File: src/rtl/cmdp_pkg.sv
package cmdp_pkg;
  localparam int NIB_W = 4;

  typedef enum logic [1:0] {PH_HDR, PH_P1, PH_P2} phase_e;

  localparam logic [NIB_W-1:0] H_CFG   = 4'h1;
  localparam logic [NIB_W-1:0] H_PORT  = 4'h2;
  localparam logic [NIB_W-1:0] H_PLAY  = 4'h4;
  localparam logic [NIB_W-1:0] H_STOP  = 4'h5;
  localparam logic [NIB_W-1:0] H_VOL   = 4'h6;
  localparam logic [NIB_W-1:0] H_BUFQ  = 4'h7;
  localparam logic [NIB_W-1:0] H_SLEEP = 4'h8;
  localparam logic [NIB_W-1:0] H_FM    = 4'h9;
  localparam logic [NIB_W-1:0] H_SHIFT = 4'hA;
  localparam logic [NIB_W-1:0] H_OSC   = 4'hB;

  localparam logic [NIB_W-1:0] PLAY_WIDE  = 4'h2;
  localparam logic [NIB_W-1:0] BUFQ_SPCH  = 4'h1;
  localparam logic [NIB_W-1:0] SHIFT_NONE = 4'h3;
endpackage

File: src/rtl/cmdp_decode.sv
module cmdp_decode
  import cmdp_pkg::*;
#(
  parameter int P1_NIBS = 2,
  parameter int CNT_W   = 2
) (
  input  logic [NIB_W-1:0] hdr_nib,
  input  logic [NIB_W-1:0] hdr_q,
  input  logic [NIB_W-1:0] p1_lo,
  output logic             hdr_ok,
  output logic [CNT_W:0]   p1_len,
  output logic             p1_ok,
  output logic             need_p2
);
  always_comb begin
    case (hdr_nib)
      H_CFG, H_PORT, H_PLAY, H_STOP, H_VOL, H_BUFQ,
      H_SLEEP, H_FM, H_SHIFT, H_OSC: hdr_ok = 1'b1;
      default:                       hdr_ok = 1'b0;
    endcase
  end

  assign p1_len = (hdr_q == H_CFG) ? (CNT_W+1)'(P1_NIBS) : (CNT_W+1)'(1);

  always_comb begin
    case (hdr_q)
      H_PLAY:          p1_ok = (p1_lo >= 4'h1) && (p1_lo <= 4'h7);
      H_STOP, H_SLEEP: p1_ok = (p1_lo >= 4'h1) && (p1_lo <= 4'h3);
      H_VOL:           p1_ok = (p1_lo >= 4'h1) && (p1_lo <= 4'h6);
      H_BUFQ, H_OSC:   p1_ok = (p1_lo >= 4'h1) && (p1_lo <= 4'h2);
      H_SHIFT:         p1_ok = (p1_lo <= SHIFT_NONE);
      default:         p1_ok = 1'b1;
    endcase
  end

  assign need_p2 = (hdr_q == H_CFG) || ((hdr_q == H_SHIFT) && (p1_lo != SHIFT_NONE));
endmodule

File: src/rtl/cmdp_retq.sv
module cmdp_retq #(
  parameter int W = 16
) (
  input  logic         clk,
  input  logic         rst_n,
  input  logic         load,
  input  logic [W-1:0] load_word,
  output logic         ret_valid,
  input  logic         ret_ready,
  output logic [W-1:0] ret_word
);
  always_ff @(posedge clk) begin
    if (!rst_n) begin
      ret_valid <= 1'b0;
      ret_word  <= '0;
    end else if (load) begin
      ret_valid <= 1'b1;
      ret_word  <= load_word;
    end else if (ret_ready) begin
      ret_valid <= 1'b0;
    end
  end

  a_r10_hold_word: assert property (@(posedge clk) disable iff (!rst_n)
    (ret_valid && !ret_ready) |=> (ret_valid && $stable(ret_word)));

  a_r10_no_overflow: assert property (@(posedge clk) disable iff (!rst_n)
    load |-> !ret_valid);
endmodule

File: src/rtl/cmdp_mode.sv
module cmdp_mode (
  input  logic clk,
  input  logic rst_n,
  input  logic set_wide,
  input  logic clr_wide,
  output logic wide
);
  always_ff @(posedge clk) begin
    if (!rst_n)        wide <= 1'b0;
    else if (set_wide) wide <= 1'b1;
    else if (clr_wide) wide <= 1'b0;
  end
endmodule

File: src/rtl/nibble_cmd_parser.sv
module nibble_cmd_parser
  import cmdp_pkg::*;
#(
  parameter int BUS_W    = 8,
  parameter int TAG_BIT  = 4,
  parameter int P1_NIBS  = 2,
  parameter int P2_NIBS  = 4,
  parameter int RET_NIBS = 4,
  parameter logic [RET_NIBS*NIB_W-1:0] ERR_CODE = 'h9999
) (
  input  logic                      clk,
  input  logic                      rst_n,
  input  logic                      in_valid,
  output logic                      in_ready,
  input  logic [BUS_W-1:0]          in_bus,
  output logic                      dat_valid,
  input  logic                      dat_ready,
  output logic [BUS_W-1:0]          dat_val,
  output logic                      dat_wide,
  output logic                      cmd_valid,
  output logic [NIB_W-1:0]          cmd_hdr,
  output logic [P1_NIBS*NIB_W-1:0]  cmd_p1,
  output logic [P2_NIBS*NIB_W-1:0]  cmd_p2,
  output logic                      ret_valid,
  input  logic                      ret_ready,
  output logic [RET_NIBS*NIB_W-1:0] ret_word,
  input  logic [RET_NIBS*NIB_W-1:0] fill_spch,
  input  logic [RET_NIBS*NIB_W-1:0] fill_fm,
  input  logic                      phrase_end
);
  localparam int P1_W  = P1_NIBS * NIB_W;
  localparam int P2_W  = P2_NIBS * NIB_W;
  localparam int RET_W = RET_NIBS * NIB_W;
  localparam int CNT_W = $clog2(P2_NIBS);

  phase_e            ph_q, ph_d;
  logic [CNT_W-1:0]  cnt_q, cnt_d;
  logic [NIB_W-1:0]  hdr_q, hdr_d;
  logic [P1_W-1:0]   p1_q, p1_d, p1_cand;
  logic [P2_W-1:0]   p2_q, p2_d, p2_cand;
  logic              wide_q, is_data, fire, cmd_fire;
  logic              err_ld, done, ret_ld;
  logic [RET_W-1:0]  ret_in;
  logic [NIB_W-1:0]  nib;
  logic              hdr_ok, p1_ok, need_p2;
  logic [CNT_W:0]    p1_len;

  assign nib      = in_bus[NIB_W-1:0];
  assign is_data  = wide_q | in_bus[TAG_BIT];
  assign in_ready = ~ret_valid & (is_data ? dat_ready : 1'b1);
  assign fire     = in_valid & in_ready;
  assign cmd_fire = fire & ~is_data;

  assign dat_valid = in_valid & ~ret_valid & is_data;
  assign dat_val   = wide_q ? in_bus : {{(BUS_W-NIB_W){1'b0}}, nib};
  assign dat_wide  = wide_q;

  assign p1_cand = {p1_q[P1_W-NIB_W-1:0], nib};
  assign p2_cand = {p2_q[P2_W-NIB_W-1:0], nib};

  cmdp_decode #(.P1_NIBS(P1_NIBS), .CNT_W(CNT_W)) u_dec (
    .hdr_nib (nib),
    .hdr_q   (hdr_q),
    .p1_lo   (p1_cand[NIB_W-1:0]),
    .hdr_ok  (hdr_ok),
    .p1_len  (p1_len),
    .p1_ok   (p1_ok),
    .need_p2 (need_p2)
  );

  always_comb begin
    ph_d   = ph_q;
    cnt_d  = cnt_q;
    hdr_d  = hdr_q;
    p1_d   = p1_q;
    p2_d   = p2_q;
    err_ld = 1'b0;
    done   = 1'b0;
    if (fire && is_data && !wide_q) begin
      if (ph_q != PH_HDR) begin
        ph_d   = PH_HDR;
        err_ld = 1'b1;
      end
    end else if (cmd_fire) begin
      case (ph_q)
        PH_HDR: begin
          if (!hdr_ok) begin
            err_ld = 1'b1;
          end else begin
            hdr_d = nib;
            ph_d  = PH_P1;
            cnt_d = '0;
            p1_d  = '0;
            p2_d  = '0;
          end
        end
        PH_P1: begin
          p1_d = p1_cand;
          if (({1'b0, cnt_q} + (CNT_W+1)'(1)) < p1_len) begin
            cnt_d = cnt_q + CNT_W'(1);
          end else if (!p1_ok) begin
            err_ld = 1'b1;
            ph_d   = PH_HDR;
          end else if (need_p2) begin
            ph_d  = PH_P2;
            cnt_d = '0;
          end else begin
            done = 1'b1;
            ph_d = PH_HDR;
          end
        end
        default: begin
          p2_d = p2_cand;
          if (cnt_q == CNT_W'(P2_NIBS-1)) begin
            done = 1'b1;
            ph_d = PH_HDR;
          end else begin
            cnt_d = cnt_q + CNT_W'(1);
          end
        end
      endcase
    end
  end

  assign ret_ld = err_ld | (done && (hdr_q == H_BUFQ));
  assign ret_in = err_ld ? ERR_CODE :
                  ((p1_d[NIB_W-1:0] == BUFQ_SPCH) ? fill_spch : fill_fm);

  always_ff @(posedge clk) begin
    if (!rst_n) begin
      ph_q      <= PH_HDR;
      cnt_q     <= '0;
      hdr_q     <= '0;
      p1_q      <= '0;
      p2_q      <= '0;
      cmd_valid <= 1'b0;
      cmd_hdr   <= '0;
      cmd_p1    <= '0;
      cmd_p2    <= '0;
    end else begin
      ph_q      <= ph_d;
      cnt_q     <= cnt_d;
      hdr_q     <= hdr_d;
      p1_q      <= p1_d;
      p2_q      <= p2_d;
      cmd_valid <= done;
      if (done) begin
        cmd_hdr <= hdr_q;
        cmd_p1  <= p1_d;
        cmd_p2  <= p2_d;
      end
    end
  end

  cmdp_retq #(.W(RET_W)) u_ret (
    .clk       (clk),
    .rst_n     (rst_n),
    .load      (ret_ld),
    .load_word (ret_in),
    .ret_valid (ret_valid),
    .ret_ready (ret_ready),
    .ret_word  (ret_word)
  );

  cmdp_mode u_mode (
    .clk      (clk),
    .rst_n    (rst_n),
    .set_wide (done && (hdr_q == H_PLAY) && (p1_d[NIB_W-1:0] == PLAY_WIDE)),
    .clr_wide (phrase_end),
    .wide     (wide_q)
  );

  a_r10_stall: assert property (@(posedge clk) disable iff (!rst_n)
    ret_valid |-> !in_ready);

  a_r12_single_pulse: assert property (@(posedge clk) disable iff (!rst_n)
    cmd_valid |=> !cmd_valid);

  a_r11_wide_silent: assert property (@(posedge clk) disable iff (!rst_n)
    (dat_wide && in_valid && in_ready) |=> !cmd_valid);

  a_r5_legal_hdr: assert property (@(posedge clk) disable iff (!rst_n)
    cmd_valid |-> (cmd_hdr != 4'h0 && cmd_hdr != 4'h3 && cmd_hdr < 4'hC));
endmodule

File: config.mk
export PLATFORM = sky130hd
export DESIGN_NAME = nibble_cmd_parser
export DESIGN_NICKNAME = d
export VERILOG_FILES = /design/src/rtl/cmdp_pkg.sv /design/src/rtl/cmdp_decode.sv /design/src/rtl/cmdp_retq.sv /design/src/rtl/cmdp_mode.sv /design/src/rtl/nibble_cmd_parser.sv
export SDC_FILE = /design/constraint.sdc
export NUM_CORES = 1
export LEC_CHECK = 0
export BUFFER_PORTS_ARGS = -buffer_cell sky130_fd_sc_hd__buf_2
export CELL_PAD_IN_SITES_DETAIL_PLACEMENT = 1
export CELL_PAD_IN_SITES_GLOBAL_PLACEMENT = 1
export CORE_ASPECT_RATIO = 1.5
export CORE_UTILIZATION = 42
export DETAILED_ROUTE_END_ITERATION = 10
export GPL_ROUTABILITY_DRIVEN = 1
export PLACE_DENSITY_LB_ADDON = 0.08
export RECOVER_POWER = 50
export SLEW_MARGIN = 20
export SYNTH_ARGS = -nofsm -noshare
export SYNTH_HDL_FRONTEND = slang
export SYNTH_SLANG_ARGS = --single-unit
export TNS_END_PERCENT = 20
File: constraint.sdc
create_clock -name clk -period 6.2 [get_ports clk]
set_input_delay 1.24 -clock clk [delete_from_list [all_inputs] [get_ports clk]]
set_output_delay 1.24 -clock clk [all_outputs]
set_load 0.05 [all_outputs]
### After elaboration in Yosys (flattened, before gate mapping)

Memory sizes are Yosys's and may differ from the RTL's.
Cells that the tools add are included.

| word-level totals | value |
|---|---|
| memories kept | 1 |
| input bits | 46 |
| ROM bits | 16 |
| logic and storage cells | 121 |
| latch bits | 0 |
| output and inout bits | 57 |
| register bits after elaboration | 79 |
| memory bits (writable) | 0 |

Memory list:

| name | depth | width | rd ports | clocked after Yosys merged registers in | wr ports | RTL line | source |
|---|---|---|---|---|---|---|---|
| (name not given) | 16 | 1 | 1 | 0 | 0 | cmdp_decode.sv:16 | `case (hdr_nib)` |

| operators by class | value |
|---|---|
| multiply operators | 0 |
| multiplexer cells | 47 |
| equal/unequal tests | 20 |
| divide/modulo/power cells | 0 |
| add/subtract/negate cells | 2 |
| reduce and logical (&&, ||, !) cells | 23 |
| order comparisons | 6 |
| bitwise gates (word level) | 10 |
| shifts and indexed selects | 0 |

Operators by type and width:

| cell | count |
|---|---|
| $mux 16 | 5 |
| $mux 8 | 4 |
| $pmux 16 s2 | 1 |
| $mux 2 | 14 |
| $mux 1 | 17 |
| $eq 4x3->1 const B | 4 |
| $pmux 8 s2 | 1 |
| $eq 4x4->1 const B | 3 |
| $ne 3x3->1 const B | 4 |
| $logic_and 1x1->1 | 10 |
| $eq 4x1->1 const B | 2 |
| $le 4x2->1 const B | 2 |
| $le 4x3->1 const B | 2 |
| $pmux 2 s2 | 2 |
| $reduce_bool 2->1 | 4 |
| $reduce_and 6->1 | 1 |
| $and 1x1->1 | 5 |
| $pmux 1 s5 | 1 |
| $reduce_and 5->1 | 1 |
| $eq 4x2->1 const B | 1 |
| $ge 4x1->1 const B | 1 |
| $ne 4x2->1 const B | 1 |
| $pmux 1 s2 | 2 |
| $reduce_and 4->1 | 1 |
| other kinds (15) | 19 |

### Depth between registers and ports, before layout

Gate-level depths: netlist of run 1.

| logic depth | value |
|---|---|
| depth in word-level cells | 12 |
| depth in mapped cells | 11 |
| gate-level depth less buffers | 8 |

### Cells and area by module

Synthesis of run 1 repeated with hierarchy kept, for this count alone.

| second synthesis, totals | value |
|---|---|
| cell total of the unflattened synthesis | 413 |
| area total of the unflattened synthesis | 3691.0 um^2 |

Modules (own cells, without submodules):

| module | cells each | times used | area an instance (um^2) |
|---|---|---|---|
| nibble_cmd_parser | 335 | 1 | 2854.0 |
| cmdp_retq | 54 | 1 | 649.4 |
| cmdp_decode | 21 | 1 | 146.4 |
| cmdp_mode | 3 | 1 | 41.3 |

### Worst setup path before layout of run 1

OpenSTA, ideal clock, no wires.

| path | value |
|---|---|
| kind | in2reg |
| start point | in in_bus[4] |
| end point | reg u_ret.ret_word[14] |
| arrival time | 3.538 ns |
| required time | 6.085 ns |
| stages on the path | 10 |
| library setup time | 0.115 ns |
| path slack | 2.547 ns |
| buffers on the path | 4 |
| path through | or4b_4 buf_6 or4_4 buf_6 a222oi_1 buf_4 buf_12 mux2i_1 nor3_1 o21a_1 |

| on the way | value |
|---|---|
| cells in the longest elaborated chain, start to end | 10 |
| elaborated cells between the ends (all ways) | 19 |
| classes of those cells | eq/ne (1); mux (9); bitwise (6); reduce/logical (3) |

Ends and longest elaborated chain:

| element | RTL line | source |
|---|---|---|
| start, declared | nibble_cmd_parser.sv:15 | `input logic [BUS_W-1:0] in_bus,` |
| $or 1x1->1 (*) | nibble_cmd_parser.sv:49 | `assign is_data = wide_q \| in_bus[TAG_BIT];` |
| $mux 1 | nibble_cmd_parser.sv:50 | `assign in_ready = ~ret_valid & (is_data ? dat_ready : 1'b1);` |
| $and 1x1->1 | nibble_cmd_parser.sv:50 |  |
| $and 1x1->1 | nibble_cmd_parser.sv:51 | `assign fire = in_valid & in_ready;` |
| $and 1x1->1 or $logic_and 1x1->1 (tied branches) | nibble_cmd_parser.sv:52, nibble_cmd_parser.sv:79 |  |
| $mux 8 or $logic_and 1x1->1 (tied branches) | nibble_cmd_parser.sv:84, nibble_cmd_parser.sv:79 |  |
| $mux 8 | nibble_cmd_parser.sv:79 | `if (fire && is_data && !wide_q) begin` |
| $eq 4x1->1 | nibble_cmd_parser.sv:127 | `((p1_d[NIB_W-1:0] == BUFQ_SPCH) ? fill_spch : fill_fm);` |
| $mux 16 | nibble_cmd_parser.sv:127 |  |
| $mux 16 | nibble_cmd_parser.sv:126 | `assign ret_in = err_ld ? ERR_CODE :` |
| end signal, assigned | cmdp_retq.sv:18 | `ret_word <= load_word;` |
| end, declared | cmdp_retq.sv:10 | `output logic [W-1:0] ret_word` |

Every way passes the cells marked *; elsewhere a longest branch is shown, timed or not.
A chain may end at the register's enable or synchronous reset.

### Worst setup path in the final report of run 1

| path | value |
|---|---|
| start point | reg hdr_q[0] |
| end point | reg u_ret.ret_word[1] |

| on the way | value |
|---|---|
| cells in the longest elaborated chain, start to end | 11 |
| elaborated cells between the ends (all ways) | 29 |
| classes of those cells | order compare (1); eq/ne (8); mux (14); bitwise (1); reduce/logical (5) |

Ends and longest elaborated chain:

| element | RTL line | source |
|---|---|---|
| start, declared | nibble_cmd_parser.sv:38 | `logic [NIB_W-1:0] hdr_q, hdr_d;` |
| start signal, assigned | nibble_cmd_parser.sv:143 | `hdr_q <= hdr_d;` |
| parallel branches: the longest is 11 deep, another holds $lt 3x3->1 | - |  |

Parallel ways; which one is timed is not known.

==> results of run 1 <==
critical path: stages, from the launching register on:
cell and delay, ns:
dfxtp_1 0.55, nor4b_1 0.77, fa_1 0.57, o21ai_0 0.22, o211ai_1 0.17, or4_1 0.53
o21ai_4 0.63, buf_4 0.42, a211oi_1 0.13, o21a_1 0.21
per-stage QoR:
stage | cells | power [W]
detailed placement | 604 | 0.000662
finish | 620 | 0.00128
global placement | 604 | 0.000660
floorplan | 427 | 0.000626
global route | 620 | 0.00131
CTS | 620 | 0.00129
cells by family (layout without fill, tap and decap cells):
| logic type | after synthesis | after routing | synth area share (%) |
|---|---|---|---|
| AOI/OAI and AO/OA | 112 | 112 | 23.6 |
| xor gates and xnor gates | 2 | 2 | 0.452 |
| adders and majority gates | 6 | 6 | 2.13 |
| buffers and inverters | 53 | 136 | 6.72 |
| DFF | 79 | 79 | 40.8 |
| muxes | 21 | 21 | 5.43 |
| and+or+nand+nor | 154 | 154 | 20.9 |
power breakdown:
part | total [W] | switching (W) | internal (W)
clock | 0.000627 | 0.000211 | 0.000415
combinational | 0.000124 | 0.0000831 | 0.0000410
sequential | 0.000525 | 0.00000874 | 0.000516
synth_stat cells, drive strengths merged, types with 2 or more instances:
library cell  instances  area (um^2)
a211oi               11         82.6
a21boi               15          113
a21oi                 2         10.0
a22o                  9         78.8
a22oi                15          113
a31oi                 2         12.5
and2                 14         87.6
buf                  12          106
clkbuf               27          101
dfxtp                79         1580
ha                    5         62.6
inv                  14         52.6
mux2i                21          210
nand2                53          199
nand2b                6         37.5
nand3                12         60.1
nor2                 13         51.3
nor2b                26          163
nor3                 10         50.1
nor4                  3         18.8
nor4b                 3         26.3
o211a                16          160
o211ai                2         15.0
o21a                 13         97.6
o21ai                 6         30.0
o311a                 8         80.1
or3                   4         25.0
or4                   2         18.8
or4b                  2         23.8
final timing paths:
kind                            from                              to  slack, ns  depth (start not counted)
max            hdr_q[0]$_SDFFE_PN0P_  u_ret.ret_word[1]$_SDFFE_PN0P_       1.87                          9
min          cmd_hdr[1]$_SDFFE_PN0N_         cmd_hdr[1]$_SDFFE_PN0N_       0.46                          2
max reg2reg    hdr_q[0]$_SDFFE_PN0P_  u_ret.ret_word[1]$_SDFFE_PN0P_       1.87                          9
min reg2reg  cmd_hdr[1]$_SDFFE_PN0N_         cmd_hdr[1]$_SDFFE_PN0N_       0.46                          2
area by class of cell:
cell class                 count  area (um^2)
timing repair buffer         106          472
clock inverter                 5          104
sequential                    79         1580
fill                        1088         4240
clock buffer                  11          253
inverter                      14         52.6
tap                          110          138
multi-input combinational    295         2040
sequential cells by signal (all words and copies together), names as in the netlist:
signal           count
u_ret.ret_word      16
u_mode.wide          1
cmd_p1               8
cmd_p2              16
p1_q                 8
cmd_valid            1
ph_q                 2
cnt_q                2
p2_q                16
cmd_hdr              4
u_ret.ret_valid      1
hdr_q                4
metal layers:
layer	routed length, um	global-route usage, %	part of all wire, %	up-vias
met2	5350	38.6	52	68
met3	350	3.73	3.4	18
li1	-	-	-	1685
met1	4380	25.8	42	1694
met5	0	0	0	-
met4	221	8.93	2.1	0
==> run metrics, run 1 <==
FP Rows 42; commonest non-fill, non-tap cell in the layout dfxtp_1; pre-CTS WS 1.82 ns; layout overhead on the synthesized area 19.7%; cell area after placement between 4000 and 5000 um^2; status completed; leakage between 1.5 and 2 nW; min Tclk post-route 4.33 ns; clk slew on worst S/H paths roughly 0.060 ns; maximum vdd ir drop 0.159 mV; CP startpoint kind register; Detailed Route WL 10.3 mm; final core utilization a little over half; Via density ~5.6; Sink Count 79; Worst Tran Pin Value 1.04 ns; drt initial violations 184; Die Height between 100 and 150 um; Critical Path End Type register; initial antenna violation count 0; root buffer cell clkbuf_16; Synth cell types 59; post-CTS resize count 0; register area share after synthesis 40.8%; wire length of the first global-routing pass 16.3 mm; Yosys warning total 0; Num CTS Buffers 9; Slew HR between 30% and 40%; drt wl/cell 16.6 um; largest net degree at the start of global routing 81; setup_tns 0 ns; Seq cells post-synth 79; worst hold slack 0.455 ns; syn_area_per_cell approximately 9 um^2; die area 9620 um^2; Setup Crit Path Kind reg -> reg; CTS tree built; EDFF count, synth 0; Setup-failing EPs final 0; # Post-CTS Setup Buffers 0; Overflow after GRT 0; most frequent cells in the layout dfxtp_1, clkbuf_1, nand2_1; H-Tree Depth 3; vias 3,465; period utilization 69.9%; Nets 557; clock buffer depth 2; Critical Path RT 6.43 ns; syn nets between 400 and 500; max-cap viol count 0; Synth Instances 427; design area 4640 um^2; min setup slack post-route 1.87 ns; Post-synth ARST share 0%; hold_buf cts 0; Clock Latency Late Sink 0.34 ns; HP Class reg -> reg; CP Data Arrival Time between 4 and 5 ns; Post-Syn Area around 3900 um^2; Slew Viols, Final 0; Initial Util between 40% and 50%; RSZ-0062 raised after global routing no; TritonRoute pass-1 iters 4; core area 8880 um^2; post-DP HPWL 7.19 mm; DRT antenna net count 0; Max Fclk 231 MHz; Die Width 80.4 um; drt drc 0; GP Congestion 0.818; dominant synthesized flop cell dfxtp_1; Overall Global Routing Usage 22.0%; ANT cells 0; Power Density 275 nW/um^2; Final Skew 0.00445 ns; Port-buffer cells just over 100; critical-path maximum fanout 32; layout cells sized above 1 13.9%; Final Hold Fails 0; number of global-route vias before repair 3,396; # IOs 103
(Power assumes the default switching activity.)
==> inputs of run 2 (changes only) <==
- CORE_UTILIZATION: 42 -> 39
- clock period: 6.2 -> 4.1 ns (I/O delays scaled with it)
==> run 2 against run 1 <==
  * Cell count up 1.3%
  * Clock skew up 0.0046 ns
  * Critical path depth up 1
  * Non-clock buffer count up 4
  * Largest power group is now registers
  * Hold slack worse by 0.0012 ns
  * Register-to-register slack worse by 1.2 ns
  * Sequential share of layout area up 0.24 points
  * Critical endpoint unchanged
  * Global-route usage down 1.1 points
  * Routed wire length up 2.4%
  * Clock power up 26%
  * First-iteration DRC count up 4.3%
==> run metrics, run 2 (synthesis results as in run 1) <==
Int Power 0.00133 W (+37%); Worst Tran Pin Value 1.14 ns (+0.0962 ns); final core utilization 47.5% (-4.7 points); vias 3,456 (-0.26%); layout cells sized above 1 13.5% (-0.47 points); FP Rows 44 (+4.8%); Final Hold Fails 0 (unchanged); Final Skew 0.00908 ns (+0.00464 ns); Max Fclk 288 MHz; Slew Viols, Final 0 (unchanged); ANT cells 0 (unchanged); Overall Global Routing Usage 20.9% (-1.1 points); leakage 1.85 nW (-0.93%); RSZ-0062 raised after global routing no; clk slew on worst S/H paths 0.06 ns (about the same); drt wl/cell 16.8 um (+1.1%); Num CTS Buffers 9 (unchanged); DRT antenna net count 0 (unchanged); layout overhead on the synthesized area 18.9%; max-cap viol count 0 (unchanged); maximum vdd ir drop 0.245 mV (+55%); Die Width 83.4 um (+3.7%); Flop pwr share 44.7% (+3.6 points); Critical Path End Type register; drt initial violations 192 (+4.3%); GP Congestion 0.817 (-0.15%); CTS tree built; Port-buffer cells 102 (unchanged); root buffer cell clkbuf_16; worst hold slack 0.454 ns (-0.00122 ns); Nets 561 (+0.72%); Largest regs cmd_p2: 16 flops, p2_q: 16 flops, u_ret.ret_word: 16 flops; Switching Power 0.000445 W (+47%); Die Height 124 um (+3.7%); wire length of the first global-routing pass 17.3 mm (+5.6%); Via density 5.50 (-1.5%); post-DP HPWL 7.62 mm (+6.0%); Initial Util 40.0% (-3.6 points); core area 9690 um^2 (+9.1%); post-CTS resize count 0 (unchanged); Clock Latency Late Sink 0.33 ns (about the same); Clock Power Share 44.6% (-4.5 points); Detailed Route WL 10.5 mm (+2.4%); drt drc 0 (unchanged); min Tclk post-route 3.48 ns; Sink Count 79 (unchanged); period utilization 84.8%; clock buffer depth 2 (unchanged); pre-CTS WS 0.591 ns (-1.23 ns); Setup-failing EPs final 0 (unchanged); hold_buf cts 0 (unchanged); min setup slack post-route 0.624 ns (-1.24 ns); Overflow after GRT 0 (unchanged); critical-path maximum fanout 16 (-50%); largest net degree at the start of global routing 51 (-37%); # IOs 103 (unchanged); # Post-CTS Setup Buffers 0 (unchanged); CP Data Arrival Time 3.70 ns (-0.86 ns); HP Class reg -> reg; most frequent cells in the layout dfxtp_1, clkbuf_1, nand2_1; H-Tree Depth 3 (unchanged); number of global-route vias before repair 3,527 (+3.9%); die area 10,300 um^2 (+7.5%); Power Density 385 nW/um^2 (+40%); commonest non-fill, non-tap cell in the layout dfxtp_1; Net Sw Frac 25.1% (+1.3 points); Slew HR 23.7% (-6.5 points); CP startpoint kind input port; Setup Crit Path Kind in -> reg; Critical Path RT 4.32 ns (-2.11 ns); initial antenna violation count 0 (unchanged); setup_tns 0 ns (unchanged); Combinational Power Share 10.7% (+1.0 points); status completed; TritonRoute pass-1 iters 4 (unchanged)
==> run 2: changes by cell type in the layout (fill, tap and decap cells not counted), sizes merged <==
cell    delta
clkbuf     +4
bufinv     -2
buf        +1
==> run 2: final cells by class <==
| cell class | instances | area, um^2 |
|---|---|---|
| Sequential cell | 79 | 1580 |
| Multi-Input combinational cell | 295 | 2040 |
| Clock buffer | 12 | 246 |
| Clock inverter | 3 | 43.8 |
| Tap cell | 115 | 144 |
| Inverter | 14 | 52.6 |
| Timing Repair Buffer | 110 | 498 |
| Fill cell | 1181 | 5080 |
==> run 2: worst paths after layout <==
| check | startpoint | endpoint | slack [ns] | cells after the start |
|---|---|---|---|---|
| worst max-delay path | in_bus[1] | u_ret.ret_word[1]$_SDFFE_PN0P_ | 0.62 | 10 |
| worst min-delay path | cmd_hdr[3]$_SDFFE_PN0N_ | cmd_hdr[3]$_SDFFE_PN0N_ | 0.45 | 2 |
| worst max register to register | hdr_q[0]$_SDFFE_PN0P_ | u_ret.ret_word[12]$_SDFFE_PN0P_ | 0.66 | 9 |
| worst min register to register | cmd_hdr[3]$_SDFFE_PN0N_ | cmd_hdr[3]$_SDFFE_PN0N_ | 0.45 | 2 |
==> run 2: metal layers <==
| layer | track usage [%] | vias up | wire (um) |
|---|---|---|---|
| met5 | 0 | - | 0 |
| met3 | 3.31 | 17 | 308 |
| li1 | - | 1697 | - |
| met4 | 8.51 | 0 | 227 |
| met1 | 24.0 | 1674 | 4500 |
| met2 | 38.7 | 68 | 5510 |
==> run 2: critical path: stages <==
cell and delay (ns):
clkbuf_1 0.34, inv_1 0.17, ha_1 0.34, nor4_1 0.06, or4_1 0.66, a222oi_1 0.41, buf_4 0.35, mux2i_1 0.28
nor3_1 0.07, o21a_1 0.18
==> run 2: stage by stage <==
| stage | instance area (um^2) | std cells | total power (W) |
|---|---|---|---|
| 2_1_floorplan | 3870 | 427 | 0.000946 |
| 3_3_place_gp | 4390 | 613 | 0.00100 |
| 3_5_place_dp | 4390 | 613 | 0.00100 |
| 4_1_cts | 4680 | 628 | 0.00180 |
| 5_1_grt | 4610 | 628 | 0.00184 |
| 6_report | 4610 | 628 | 0.00177 |
==> run 2: power by group through the flow <==
| stage | sequential (W) | clock [W] | combinational (W) |
|---|---|---|---|
| 2_1_floorplan | 0.000837 | 0 | 0.000109 |
| 3_3_place_gp | 0.000810 | 0 | 0.000192 |
| 3_5_place_dp | 0.000811 | 0 | 0.000194 |
| 4_1_cts | 0.000793 | 0.000811 | 0.000195 |
| 5_1_grt | 0.000795 | 0.000841 | 0.000204 |
| 6_report | 0.000794 | 0.000791 | 0.000189 |
